<file path="src/rtl/tmr_pkg.sv">
package tmr_pkg;
  typedef enum logic [1:0] {
    ACT_NONE   = 2'b00,
    ACT_TOGGLE = 2'b01,
    ACT_CLEAR  = 2'b10,
    ACT_SET    = 2'b11
  } cmp_act_e;

  typedef enum logic [1:0] {
    EDGE_OFF  = 2'b00,
    EDGE_RISE = 2'b01,
    EDGE_FALL = 2'b10,
    EDGE_BOTH = 2'b11
  } cap_edge_e;

  // control word, bit 6 down to bit 0
  typedef struct packed {
    logic      ch_ie;
    logic      ovf_ie;
    cap_edge_e edge_sel;
    cmp_act_e  act;
    logic      cap_mode;
  } ctrl_t;

  localparam int CTRL_W = $bits(ctrl_t);
  localparam int ADDR_W = 3;

  localparam logic [ADDR_W-1:0] RA_CTRL  = 3'd0;
  localparam logic [ADDR_W-1:0] RA_MOD   = 3'd1;
  localparam logic [ADDR_W-1:0] RA_CHVAL = 3'd2;
  localparam logic [ADDR_W-1:0] RA_STAT  = 3'd3;
  localparam logic [ADDR_W-1:0] RA_CNT   = 3'd4;
endpackage

</file>
<file path="src/rtl/tmr_counter.sv">
module tmr_counter #(
  parameter int W = 16
) (
  input  logic         clk,
  input  logic         rst_n,
  input  logic         tick,
  input  logic [W-1:0] modv,
  output logic [W-1:0] count,
  output logic         wrap
);
  localparam logic [W-1:0] FULL = '1;

  logic [W-1:0] top;

  assign top  = (modv == '0) ? FULL : modv;
  assign wrap = tick && (count == top);

  always_ff @(posedge clk or negedge rst_n) begin
    if (!rst_n)    count <= '0;
    else if (wrap) count <= '0;
    else if (tick) count <= count + 1'b1;
  end
endmodule

</file>
<file path="src/rtl/tmr_edge_det.sv">
module tmr_edge_det #(
  parameter int SYNC = 2
) (
  input  logic clk,
  input  logic rst_n,
  input  logic din,
  output logic rise,
  output logic fall
);
  logic [SYNC:0] sh;

  always_ff @(posedge clk or negedge rst_n) begin
    if (!rst_n) sh <= '0;
    else        sh <= {sh[SYNC-1:0], din};
  end

  assign rise = sh[SYNC-1] & ~sh[SYNC];
  assign fall = ~sh[SYNC-1] & sh[SYNC];
endmodule

</file>
<file path="src/rtl/tmr_channel.sv">
module tmr_channel
  import tmr_pkg::*;
#(
  parameter int W = 16
) (
  input  logic         clk,
  input  logic         rst_n,
  input  logic         tick,
  input  logic [W-1:0] count,
  input  logic         cap_mode,
  input  cmp_act_e     act,
  input  cap_edge_e    edge_sel,
  input  logic         rise,
  input  logic         fall,
  input  logic         wr_val,
  input  logic [W-1:0] wdata,
  output logic [W-1:0] chval,
  output logic         cmp_out,
  output logic         ch_set
);
  logic cmp_hit, cap_hit, want_rise, want_fall;

  assign want_rise = (edge_sel == EDGE_RISE) || (edge_sel == EDGE_BOTH);
  assign want_fall = (edge_sel == EDGE_FALL) || (edge_sel == EDGE_BOTH);
  // the match sees the register as it stands before any write of this cycle
  assign cmp_hit   = tick && !cap_mode && (count == chval);
  assign cap_hit   = cap_mode && ((want_rise && rise) || (want_fall && fall));
  assign ch_set    = cmp_hit || cap_hit;

  always_ff @(posedge clk or negedge rst_n) begin
    if (!rst_n)                   chval <= '0;
    else if (cap_hit)             chval <= count;
    else if (wr_val && !cap_mode) chval <= wdata;
  end

  always_ff @(posedge clk or negedge rst_n) begin
    if (!rst_n) cmp_out <= 1'b0;
    else if (cmp_hit) begin
      case (act)
        ACT_TOGGLE: cmp_out <= ~cmp_out;
        ACT_CLEAR:  cmp_out <= 1'b0;
        ACT_SET:    cmp_out <= 1'b1;
        default:    cmp_out <= cmp_out;
      endcase
    end
  end
endmodule

</file>
<file path="src/rtl/tmr_unbuf_chan.sv">
module tmr_unbuf_chan
  import tmr_pkg::*;
#(
  parameter int W    = 16,
  parameter int SYNC = 2
) (
  input  logic              clk,
  input  logic              rst_n,
  input  logic              tick,
  input  logic              wr_en,
  input  logic [ADDR_W-1:0] addr,
  input  logic [W-1:0]      wdata,
  output logic [W-1:0]      rdata,
  input  logic              cap_in,
  output logic              cmp_out,
  output logic              ovf_irq,
  output logic              ch_irq
);
  ctrl_t        ctrl;
  logic [W-1:0] modv, count, chval;
  logic         wrap, rise, fall, ch_set;
  logic         ovf_flag, ch_flag;
  logic         wr_stat;

  assign wr_stat = wr_en && (addr == RA_STAT);

  always_ff @(posedge clk or negedge rst_n) begin
    if (!rst_n) begin
      ctrl <= '0;
      modv <= '0;
    end else if (wr_en) begin
      if (addr == RA_CTRL) ctrl <= ctrl_t'(wdata[CTRL_W-1:0]);
      if (addr == RA_MOD)  modv <= wdata;
    end
  end

  // sticky flags: a set on the same edge beats a clear
  always_ff @(posedge clk or negedge rst_n) begin
    if (!rst_n) begin
      ovf_flag <= 1'b0;
      ch_flag  <= 1'b0;
    end else begin
      ovf_flag <= wrap   | (ovf_flag & ~(wr_stat & wdata[0]));
      ch_flag  <= ch_set | (ch_flag  & ~(wr_stat & wdata[1]));
    end
  end

  tmr_counter #(.W(W)) u_cnt (
    .clk(clk), .rst_n(rst_n), .tick(tick), .modv(modv),
    .count(count), .wrap(wrap)
  );

  tmr_edge_det #(.SYNC(SYNC)) u_edge (
    .clk(clk), .rst_n(rst_n), .din(cap_in), .rise(rise), .fall(fall)
  );

  tmr_channel #(.W(W)) u_ch (
    .clk(clk), .rst_n(rst_n), .tick(tick), .count(count),
    .cap_mode(ctrl.cap_mode), .act(ctrl.act), .edge_sel(ctrl.edge_sel),
    .rise(rise), .fall(fall),
    .wr_val(wr_en && (addr == RA_CHVAL)), .wdata(wdata),
    .chval(chval), .cmp_out(cmp_out), .ch_set(ch_set)
  );

  assign ovf_irq = ovf_flag & ctrl.ovf_ie;
  assign ch_irq  = ch_flag  & ctrl.ch_ie;

  always_comb begin
    rdata = '0;
    case (addr)
      RA_CTRL:  rdata[CTRL_W-1:0] = ctrl;
      RA_MOD:   rdata = modv;
      RA_CHVAL: rdata = chval;
      RA_STAT:  rdata[1:0] = {ch_flag, ovf_flag};
      RA_CNT:   rdata = count;
      default:  rdata = '0;
    endcase
  end
endmodule

</file>
<file path="config.mk">
export PLATFORM = sky130hd
export DESIGN_NAME = tmr_unbuf_chan
export DESIGN_NICKNAME = d
export VERILOG_FILES = /design/src/rtl/tmr_pkg.sv /design/src/rtl/tmr_counter.sv /design/src/rtl/tmr_edge_det.sv /design/src/rtl/tmr_channel.sv /design/src/rtl/tmr_unbuf_chan.sv
export SDC_FILE = /design/constraint.sdc
export NUM_CORES = 1
export LEC_CHECK = 0
export BUFFER_PORTS_ARGS = -buffer_cell sky130_fd_sc_hd__buf_4
export CAP_MARGIN = 10
export CELL_PAD_IN_SITES_DETAIL_PLACEMENT = 0
export CELL_PAD_IN_SITES_GLOBAL_PLACEMENT = 1
export CORE_AREA = 2 2 107 109
export DETAILED_ROUTE_END_ITERATION = 7
export DIE_AREA = 0 0 109 111
export PLACE_DENSITY_LB_ADDON = 0.12
export SYNTH_ARGS = -nofsm -noshare
export SYNTH_HDL_FRONTEND = slang
export SYNTH_HIERARCHICAL = 1
export SYNTH_SLANG_ARGS = --single-unit
export TNS_END_PERCENT = 50
</file>
<file path="constraint.sdc">
create_clock -name clk -period 5.6 [get_ports clk]
set_clock_uncertainty 0.1 [all_clocks]
set_input_delay 1.12 -clock clk [delete_from_list [all_inputs] [get_ports clk]]
set_output_delay 1.12 -clock clk [all_outputs]
set_load 0.02 [all_outputs]
</file>
==> flow_summary_export.csv, run 1 <==
group,metric,value,unit
die,core_area,0.0111,mm2
clocking,post-cts-setup-buffer-count,0,
synth,synthDominantAreaCellType,"dfrtp_1",
grt,antenna_found_initial,0,
synth,synth_enable_flop_cells,0,
clocking,tritoncts,"yes",
synth,seq_area_frac_synth,41.0,%
synth,area_share_of_the_largest_cell_type_after_synthesis,41.0,%
timing,rsz0062_at_grt,"false",
synth,yosys_warnings,6,
die,fp.dieH,111,um
detailed_routing,drc,0,
finish,synth_to_layout_area_growth,19.6,%
synth,ys_dominant_reg_cell,"dfrtp_1",
clocking,clock_tree.buffer_depth,2,
power,p_leak,1.89,nW
grt,globalRoute.totalOverflow,0,
timing,maxClockFrequency,253,MHz
die,design.die.area,0.0121,mm2
placement,dp.final_hpwl,7.75,mm
finish,post_route_cells_drive_above_1_share,26.7,%
hold_path,worstHoldPathType,"reg -> reg",
synth,synth_seq_cells,61,
die,start_util,33.6,%
clocking,total_clock_buffers_created_by_cts,9,
clocking,worstSkewPairLatency,0.33,ns
synth,cell_types_occupying_the_most_area_after_synthesis,"dfrtp_1 (41%), mux2_2 (7.3%), nand2_1 (6.3%)",
setup_path,launching_instance_or_port_of_the_critical_path,"addr[1]",
setup_path,worstSetupStartpointType,"primary input",
timing,fin_hold_ws,0.245,ns
grt,grt.busiest_layer,"met2",
detailed_routing,route.antenna.remaining_nets,0,
grt,first_global_vias,3030,
status,outcome,"finished clean",
power,highest_ir_drop_seen_on_vdd,0.168,mV
setup_path,crit-reg2reg-capture,"u_cnt/count[0]$_DFFE_PN0P_",
synth,synthesis.instances,374,
power,power.total,1.77,mW
timing,final_hold_violating_endpoints,0,
setup_path,endpoint,"rdata[11]",
die,std_cell_rows,39,
detailed_routing,post_drt_via_cell_ratio,5.40,
grt,met2_resource_use_gr,29.5,%
setup_path,critPathKind,"in -> out",
setup_path,worst-endpoint-arrival,2.74,ns
timing,report.final.setup_viol,0,
timing,slew_headroom,22.1,%
timing,finalWorstPathRequiredPeriod,3.96,ns
finish,nNetsFinal,436,
synth,yosysMostFrequentCell,"nand2_1",
clocking,clock_tree.htree_level_count,3,
clocking,cts_hold_repair.buffers,0,
finish,final.fill_count,1111,
setup_path,critical_path_required,4.38,ns
placement,portBuffers,42,
grt,grt_usage,19.1,%
grt,met3_use_gr,3.23,%
finish,finished_layout_cells,559,
placement,dp.cells,543,
synth,netlist-cell-type-count,53,
detailed_routing,route.final.wire_length,10.9,mm
synth,syn_avg_cell_area,9.96,um2
detailed_routing,routed_wl_per_cell,19.5,um
power,power_density_cells,399,mW/mm2
synth,synthesis.nets,399,
timing,setup_total_negative_slack,0,ns
clocking,tritoncts_num_sinks,61,
clocking,cts_root_buffer,"clkbuf_16",
placement,gp_congestion,0.798,
synth,synth_async_sr_flop_share,100,%
setup_path,critical_path.reg2reg.startpoint,"modv[5]$_DFFE_PN0P_",
detailed_routing,dr_total_vias,3018,
setup_path,reg_to_reg_slack_setup,2.42,ns
detailed_routing,detailedRoute.firstIterationViolations,203,
clocking,postCtsResizedCells,0,
die,floorplan.die.width,109,um
clocking,clk_pin_slew_worst_paths,0.05,ns
timing,timing_max_transition_violations_final,0,
setup_path,r2r_cells,6,
grt,pin_count_of_the_biggest_net_entering_global_routing,62,
synth,ys_top_cells_by_count,"nand2_1 (62), dfrtp_1 (61), a22oi_1 (27), xnor2_1 (26), mux2_2 (24)",
synth,synth_area,0.00372,mm2
setup_path,crit_path_max_fanout,26,
grt,grtUsageMet1,26.1,%
finish,antenna_cells,0,
detailed_routing,first_pass_iters,4,
die,num_io_pins,43,
job,max_cap_viol_count,0,
setup_path,setup.worst_path.end_class,"output port",
timing,final.period_utilization,70.7,%
grt,grt_first_pass_wirelength,17.2,mm
timing,worstMarginPinSlew,1.16,ns
where the power goes:
group / total [mW] / internal (mW) / switching, mW
Combinational: 0.437 / 0.215 / 0.222
Sequential: 0.724 / 0.544 / 0.180
Clock: 0.614 / 0.412 / 0.202
Total: 1.77 / 1.17 / 0.604
worst max-delay path, stage by stage:
cell     delay (ns)
buf_4          0.27
nor3b_2        0.89
nand2_1        0.11
o21ai_0        0.15
buf_4          0.20
metrics by stage:
stage / util, % / instance area (um2) / worst slack, ns
global route: 40.2 / 4450 / 1.48
global placement: 37.3 / 4130 / 1.72
floorplan: - / 3720 / 2.07
CTS: 40.2 / 4450 / 1.68
detailed placement: 37.3 / 4130 / 1.69
finish: 40.2 / 4450 / 1.64
cell families (layout without fill, tap and decap cells):
logic type                 count (synthesis)  in the layout  share of synthesized area [%]
xor gates and xnor gates                  39             39                           9.17
muxes                                     34             34                           9.95
adders and majority gates                  1              1                          0.336
buffers and inverters                     25             67                           3.80
DFF                                       61             61                           41.0
AOI/OAI and AO/OA                         62             62                           12.4
and+or+nand+nor                          152            152                           23.4
placed cells by master (no fill, tap or decap), types with 3 or more instances in the layout:
master,synthesis,layout
nand2_1,62,62
dfrtp_1,61,61
buf_4,2,45
a22oi_1,27,27
xnor2_1,26,26
mux2_2,24,24
nand4_1,17,17
nor2_1,16,16
xor2_1,13,13
o21ai_0,12,12
mux2i_1,10,10
nor2_2,10,10
clkbuf_16,0,9
and3_1,7,7
o221ai_1,6,6
inv_1,6,6
nor2b_1,5,5
nand3_1,4,4
nand2b_1,3,3
o22ai_1,3,3
nor3_1,3,3
nor4_4,3,3
how the worst min path moves through the flow:
stage	slack, ns	from	depth (start not counted)	end
3_3_place_gp	0.23	u_edge/sh[0]$_DFF_PN0_	0	u_edge/sh[1]$_DFF_PN0_
3_5_place_dp	0.24	u_edge/sh[0]$_DFF_PN0_	0	u_edge/sh[1]$_DFF_PN0_
5_1_grt	0.27	u_edge/sh[0]$_DFF_PN0_	0	u_edge/sh[1]$_DFF_PN0_
6_report	0.25	u_edge/sh[0]$_DFF_PN0_	0	u_edge/sh[1]$_DFF_PN0_
2_1_floorplan	0.23	u_edge/sh[0]$_DFF_PN0_	0	u_edge/sh[1]$_DFF_PN0_
4_1_cts	0.25	u_edge/sh[0]$_DFF_PN0_	0	u_edge/sh[1]$_DFF_PN0_
final cells by class:
| cell class | instances | area [um2] | area share (%) |
|---|---|---|---|
| Inverter | 6 | 22.5 | 0.506 |
| Clock buffer | 12 | 256 | 5.76 |
| Multi-Input combinational cell | 288 | 2060 | 46.3 |
| Timing Repair Buffer | 45 | 338 | 7.59 |
| Clock inverter | 4 | 70.1 | 1.57 |
| Tap cell | 143 | 179 | 4.02 |
| Sequential cell | 61 | 1530 | 34.3 |
sequential cells by signal, summed over array words and instances (netlist names):
signal and cells:
u_ch/cmp_out 1, u_cnt/count 16, ch_flag 1, ctrl 7, modv 16, ovf_flag 1, u_edge/sh 3, u_ch/chval 16
routing by layer:
layer  up-vias  share of wire [%]
met4         0                2.1
met3        18                3.6
met5         -                  0
met2        69                 48
met1      1514                 46
li1       1417                  -
Power figures use the tool's default switching activity.
==> run 2, diff against run 1 <==
--- a/config.mk
+++ b/config.mk
@@ -5,13 +5,14 @@
 export SDC_FILE = /design/constraint.sdc
 export NUM_CORES = 1
 export LEC_CHECK = 0
+export ABC_AREA = 1
 export BUFFER_PORTS_ARGS = -buffer_cell sky130_fd_sc_hd__buf_4
 export CAP_MARGIN = 10
 export CELL_PAD_IN_SITES_DETAIL_PLACEMENT = 0
 export CELL_PAD_IN_SITES_GLOBAL_PLACEMENT = 1
-export CORE_AREA = 2 2 107 109
+export CORE_AREA = 2 2 115 117
 export DETAILED_ROUTE_END_ITERATION = 7
-export DIE_AREA = 0 0 109 111
+export DIE_AREA = 0 0 117 119
 export PLACE_DENSITY_LB_ADDON = 0.12
 export SYNTH_ARGS = -nofsm -noshare
 export SYNTH_HDL_FRONTEND = slang
==> constraint.sdc (replaced) <==
create_clock -name clk -period 4.09 [get_ports clk]
set_clock_uncertainty 0.1 [all_clocks]
set_input_delay 0.818 -clock clk [delete_from_list [all_inputs] [get_ports clk]]
set_output_delay 0.818 -clock clk [all_outputs]
set_load 0.02 [all_outputs]
==> flow_summary_export.csv, run 2 <==
group,metric,value,unit
synth,synthesis.instances,683,
grt,grt_first_pass_wirelength,23.3,mm
clocking,tritoncts_num_sinks,61,
synth,ys_top_cells_by_count,"nand2_1 (243), inv_1 (111), nand3_1 (85), nor2_1 (63), dfrtp_1 (61)",
synth,synth_seq_cells,61,
setup_path,critical_path.reg2reg.startpoint,"modv[2]$_DFFE_PN0P_",
synth,cell_types_occupying_the_most_area_after_synthesis,"dfrtp_1 (35%), nand2_1 (21%), nand3_1 (9.8%)",
timing,slew_headroom,38.3,%
die,design.die.area,0.0139,mm2
detailed_routing,dr_total_vias,4377,
synth,synth_area,0.00436,mm2
placement,portBuffers,42,
synth,yosys.area_share.simple,44.3,%
die,core_area,0.0129,mm2
detailed_routing,routed_wl_per_cell,16.1,um
power,power.total,2.85,mW
placement,dp.final_hpwl,10.6,mm
synth,post_synth_xor_area_fraction,2.01,%
clocking,cts_hold_repair.buffers,0,
die,fp.dieH,119,um
setup_path,cells_traversed_along_the_worst_timing_path,"buf_4, inv_1, nor3_2, nand2_1, nand3_1, buf_4",
finish,final_area,0.00512,mm2
hold_path,min_from,"u_edge/sh[0]$_DFF_PN0_",
synth,syn_avg_cell_area,6.38,um2
timing,report.final.setup_viol,0,
timing,timing_max_transition_violations_final,0,
detailed_routing,route.final.wire_length,14.4,mm
grt,first_global_vias,4311,
synth,synthAdderAreaFrac,0.287,%
setup_path,critPathKind,"in -> out",
clocking,postCtsResizedCells,0,
finish,commonest_cells_after_routing_fill_and_taps_aside,"nand2_1 (243), inv_1 (111), nand3_1 (85)",
timing,finalWorstPathRequiredPeriod,3.04,ns
clocking,clock_tree.htree_level_count,3,
placement,place_worst_setup_slack,1.07,ns
power,power.combinational.fraction,32.0,%
synth,synth_compound_area_share,4.97,%
timing,fin_hold_ws,0.246,ns
detailed_routing,drc,0,
setup_path,crit_path_max_fanout,13,
synth,yosys_warnings,6,
synth,netlist-cell-type-count,26,
setup_path,reg_to_reg_slack_setup,1.37,ns
synth,synthDominantAreaCellType,"dfrtp_1",
power,design_internal_power,1.73,mW
finish,layout.cells.most_common,"nand2_1",
placement,placedInstanceArea,0.00477,mm2
setup_path,slowest_stage,"nor3_2",
finish,antenna_cells,0,
synth,seq_area_frac_synth,35.0,%
setup_path,r2r_cells,11,
setup_path,setup.worst_path.end_class,"output port",
detailed_routing,route.antenna.remaining_nets,0,
timing,maxClockFrequency,329,MHz
power,switching_pwr,1.12,mW
grt,globalRoute.totalOverflow,0,
clocking,clk_pin_slew_worst_paths,0.05,ns
clocking,cts_root_buffer,"clkbuf_16",
detailed_routing,first_pass_iters,5,
clocking,total_clock_buffers_created_by_cts,9,
power,highest_ir_drop_seen_on_vdd,0.232,mV
placement,gp_congestion,0.922,
setup_path,critical_path_required,3.17,ns
finish,synth_to_layout_area_growth,17.5,%
die,std_cell_rows,42,
setup_path,worstSetupStartpointType,"primary input",
detailed_routing,post_drt_via_cell_ratio,4.88,
power,p_leak,2.85,nW
clocking,worstSkewPairLatency,0.34,ns
finish,final_core_util,39.7,%
grt,pin_count_of_the_biggest_net_entering_global_routing,62,
setup_path,crit-reg2reg-capture,"u_cnt/count[15]$_DFFE_PN0P_",
die,floorplan.die.width,117,um
grt,grt_usage,22.2,%
hold_path,worst_hold_path.num_cells,0,
placement,dp.cells,882,
power,portion_of_total_power_attributed_to_the_clock_network,31.9,%
timing,final.period_utilization,74.2,%
synth,synthesis.nets,708,
finish,final.fill_count,1433,
setup_path,worst_path_dominant_cell_family,"simple AND/OR/NAND/NOR gates",
setup_path,cp_num_buf_inv,3,
synth,yosysMostFrequentCell,"nand2_1",
detailed_routing,detailedRoute.firstIterationViolations,270,
power,share_seq_of_total_power,36.1,%
synth,ys_dominant_reg_cell,"dfrtp_1",
synth,synth_enable_flop_cells,0,
job,max_cap_viol_count,0,
synth,area_share_of_the_largest_cell_type_after_synthesis,35.0,%
clocking,tritoncts,"yes",
setup_path,timing.critical_path.slowest_cell_delay,0.54,ns
hold_path,worstHoldPathType,"reg -> reg",
die,start_util,33.8,%
finish,finished_layout_cells,897,
finish,nNetsFinal,742,
finish,post_route_cells_drive_above_1_share,12.5,%
synth,main_combinational_cell_family_by_area_after_synthesis,"simple AND/OR/NAND/NOR gates",
status,outcome,"finished clean",
finish,largest_registers,"modv: 16 flops, u_ch/chval: 16 flops, u_cnt/count: 16 flops",
setup_path,worst-endpoint-arrival,2.12,ns
timing,rsz0062_at_grt,"false",
clocking,clock_tree.buffer_depth,2,
synth,synth_async_sr_flop_share,100,%
power,swShare,39.2,%
timing,post-route-worst-setup-slack,1.05,ns
timing,worstMarginPinSlew,0.924,ns
setup_path,cpMostUsedCell,"buf_4",
timing,setup_total_negative_slack,0,ns
power,power_density_cells,557,mW/mm2
clocking,post-cts-setup-buffer-count,0,
timing,final_hold_violating_endpoints,0,
die,num_io_pins,43,
hold_path,hold_path_end,"u_edge/sh[1]$_DFF_PN0_",
synth,muxShareOfSynthArea,0,%
grt,antenna_found_initial,0,
-- run 2: cell types whose count changed in the layout (fill, tap and decap cells not counted), moves of 7 or more --
cell,previous run,this run
a22oi_1,27,0
and3_1,7,0
inv_1,6,111
mux2_2,24,0
mux2i_1,10,0
nand2_1,62,243
nand3_1,4,85
nand3_2,1,15
nor2_1,16,63
nor2_2,10,3
o211ai_1,2,15
o21ai_1,0,10
xnor2_1,26,3
-- run 2: power by group through the flow --
stage / clock network, mW / registers (mW) / logic (mW)
4_1_cts: 0.930 / 1.02 / 0.913
2_1_floorplan: 0 / 0.914 / 0.704
6_report: 0.910 / 1.03 / 0.912
3_3_place_gp: 0 / 1.03 / 0.901
3_5_place_dp: 0 / 1.03 / 0.907
5_1_grt: 0.959 / 1.06 / 1.07
-- run 2: kinds of logic (layout without fill, tap and decap cells) --
kind of cell    count (synthesis)  after routing
compound gates                 35             35
buf+inv                       139            177
simple gates                  437            437
flops                          61             61
fa+ha+maj                       1              1
xor+xnor                       10             10
-- run 2: worst max path at each step --
stage / from / depth (start not counted) / endpoint / slack [ns]
after CTS: addr[2] / 6 / rdata[8] / 1.07
after floorplan: addr[1] / 6 / rdata[5] / 1.47
after global placement: addr[2] / 6 / rdata[8] / 1.07
after detailed placement: addr[2] / 6 / rdata[8] / 1.07
final: addr[2] / 6 / rdata[10] / 1.05
after global routing: addr[2] / 6 / rdata[12] / 0.96
-- run 2: layout make-up --
class	instances	area [um2]	share of cell area (%)
repair buffers	45	338	6.60
well taps	176	220	4.30
inverters	117	439	8.58
clock inverters	4	95.1	1.86
clock buffers	11	253	4.94
flip-flops and latches	61	1530	29.8
multi-input cells	483	2250	43.9
-- run 2: per-layer routing --
metal | routed length, um | GRT usage, % | up-vias | part of all wire, %
met5 | 0 | 0 | - | 0
met4 | 255 | 8.46 | 0 | 1.8
met3 | 803 | 3.56 | 20 | 5.6
met2 | 6570 | 33.5 | 131 | 46
met1 | 6800 | 31.9 | 2035 | 47
li1 | - | - | 2191 | -
==> run 3, diff against run 2 <==
--- a/config.mk
+++ b/config.mk
@@ -5,14 +5,14 @@
 export SDC_FILE = /design/constraint.sdc
 export NUM_CORES = 1
 export LEC_CHECK = 0
-export ABC_AREA = 1
+export ABC_AREA = 0
 export BUFFER_PORTS_ARGS = -buffer_cell sky130_fd_sc_hd__buf_4
 export CAP_MARGIN = 10
 export CELL_PAD_IN_SITES_DETAIL_PLACEMENT = 0
 export CELL_PAD_IN_SITES_GLOBAL_PLACEMENT = 1
-export CORE_AREA = 2 2 115 117
+export CORE_AREA = 2 2 107 109
 export DETAILED_ROUTE_END_ITERATION = 7
-export DIE_AREA = 0 0 117 119
+export DIE_AREA = 0 0 109 111
 export PLACE_DENSITY_LB_ADDON = 0.12
 export SYNTH_ARGS = -nofsm -noshare
 export SYNTH_HDL_FRONTEND = slang
==> constraint.sdc (replaced) <==
create_clock -name clk -period 2.5 [get_ports clk]
set_clock_uncertainty 0.1 [all_clocks]
set_input_delay 0.5 -clock clk [delete_from_list [all_inputs] [get_ports clk]]
set_output_delay 0.5 -clock clk [all_outputs]
set_load 0.02 [all_outputs]
==> flow_summary_export.csv, run 3 (synthesized netlist as in run 1, its figures left out) <==
group,metric,value,unit
timing,rsz0062_at_grt,"false",
clocking,postCtsResizedCells,1,
grt,grtUsageMet1,27.2,%
clocking,clock_tree.htree_level_count,3,
grt,first_global_vias,3256,
detailed_routing,dr_total_vias,3106,
timing,finalWorstPathRequiredPeriod,2.38,ns
power,highest_ir_drop_seen_on_vdd,0.450,mV
detailed_routing,detailedRoute.firstIterationViolations,131,
setup_path,crit-reg2reg-capture,"u_cnt/count[0]$_DFFE_PN0P_",
grt,antenna_found_initial,0,
die,start_util,33.6,%
placement,gp_congestion,0.859,
timing,final.period_utilization,95.1,%
power,power_density_cells,879,mW/mm2
timing,worstMarginPinSlew,0.819,ns
setup_path,critPathKind,"reg -> reg",
detailed_routing,drc,0,
grt,grt_first_pass_wirelength,18.3,mm
detailed_routing,first_pass_iters,4,
finish,synth_to_layout_area_growth,27.3,%
die,fp.dieH,111,um
die,design.die.area,0.0121,mm2
finish,antenna_cells,0,
finish,multi_input_comb_area,0.00209,mm2
finish,area.sequential,0.00153,mm2
clocking,clk_pin_slew_worst_paths,0.05,ns
clocking,total_clock_buffers_created_by_cts,9,
die,num_io_pins,43,
detailed_routing,post_drt_via_cell_ratio,5.25,
grt,globalRoute.totalOverflow,0,
grt,pin_count_of_the_biggest_net_entering_global_routing,62,
finish,final.fill_count,1074,
power,p_leak,2.07,nW
finish,final_area,0.00474,mm2
detailed_routing,routed_wl_per_cell,19.7,um
grt,met2_resource_use_gr,32.6,%
die,std_cell_rows,39,
grt,grt_usage,20.5,%
clocking,tritoncts_num_sinks,61,
setup_path,crit_path_max_fanout,16,
grt,met3_use_gr,4.00,%
detailed_routing,route.antenna.remaining_nets,0,
clocking,cts_hold_repair.buffers,0,
setup_path,worst-endpoint-arrival,2.47,ns
setup_path,critical_path_required,2.59,ns
clocking,worstSkewPairLatency,0.33,ns
finish,nNetsFinal,469,
timing,final_hold_violating_endpoints,0,
timing,maxClockFrequency,421,MHz
clocking,clock_tree.buffer_depth,2,
grt,grt.busiest_layer,"met2",
clocking,tritoncts,"yes",
finish,commonest_cells_after_routing_fill_and_taps_aside,"buf_4 (77), nand2_1 (62), dfrtp_1 (61)",
placement,dp.final_hpwl,8.63,mm
setup_path,reg_to_reg_slack_setup,0.12,ns
detailed_routing,route.final.wire_length,11.6,mm
status,outcome,"finished clean",
setup_path,setup.worst_path.end_class,"register",
finish,layout.cells.most_common,"buf_4",
clocking,cts_root_buffer,"clkbuf_16",
setup_path,critical_path.reg2reg.startpoint,"modv[5]$_DFFE_PN0P_",
timing,timing_max_transition_violations_final,0,
setup_path,worstSetupStartpointType,"register",
power,power.total,4.17,mW
timing,report.final.setup_viol,0,
finish,post_route_cells_drive_above_1_share,32.5,%
job,max_cap_viol_count,0,
die,core_area,0.0111,mm2
timing,slew_headroom,45.4,%
placement,portBuffers,42,
finish,largest_registers,"modv: 16 flops, u_ch/chval: 16 flops, u_cnt/count: 16 flops",
die,floorplan.die.width,109,um
placement,placedInstanceArea,0.00439,mm2
hold_path,worstHoldPathType,"in -> async",
setup_path,r2r_cells,8,
clocking,post-cts-setup-buffer-count,0,
run 3: metrics by stage:
| stage | utilization, % | hold slack, ns | setup TNS, ns | setup slack, ns | instances |
|---|---|---|---|---|---|
| floorplan | - | 0.104 | 0 | 0.214 | 374 |
| global placement | 39.6 | 0.234 | -0.0179 | -0.0179 | 576 |
| detailed placement | 39.6 | 0.240 | 0 | 0.000999 | 576 |
| CTS | 42.6 | 0.171 | 0 | 0.0910 | 592 |
| global route | 42.8 | 0.177 | 0 | 0.00543 | 592 |
| finish | 42.8 | 0.166 | 0 | 0.123 | 592 |
run 3: layer usage:
layer  vias to the layer above  part of all wire [%]
li1                       1480                     -
met1                      1541                    45
met2                        69                    48
met3                        16                   4.2
met4                         0                   2.4
met5                         -                     0
run 3: worst max path at each step:
stage,from,end,cells after the start
2_1_floorplan,addr[0],rdata[12],6
3_3_place_gp,modv[5]$_DFFE_PN0P_,ovf_flag$_DFF_PN0_,8
3_5_place_dp,modv[1]$_DFFE_PN0P_,ovf_flag$_DFF_PN0_,8
4_1_cts,modv[1]$_DFFE_PN0P_,u_cnt/count[0]$_DFFE_PN0P_,7
5_1_grt,modv[5]$_DFFE_PN0P_,u_cnt/count[0]$_DFFE_PN0P_,8
6_report,modv[5]$_DFFE_PN0P_,u_cnt/count[0]$_DFFE_PN0P_,8
run 3: worst max-delay path, stage by stage, from the launching register on:
cell and delay (ns):
dfrtp_1 0.38, nor4_2 0.36, nand4_1 0.19, buf_4 0.20, a221oi_2 0.27, o211ai_4 0.14
nor4_4 0.33, buf_12 0.20, o31ai_1 0.07
run 3: final cells by class:
cell class                      count  area share (%)
Timing Repair Buffer               78            12.6
Clock inverter                      4            1.48
Tap cell                          143            3.78
Multi-Input combinational cell    288            44.0
Sequential cell                    61            32.2
Clock buffer                       12            5.41
Inverter                            6           0.475
run 3: where the power goes:
part           leakage, nW  switching [mW]  internal (mW)  total (mW)
Sequential           0.761           0.294           1.22        1.51
Clock                0.163           0.448          0.924        1.37
Combinational         1.15           0.680          0.601        1.28
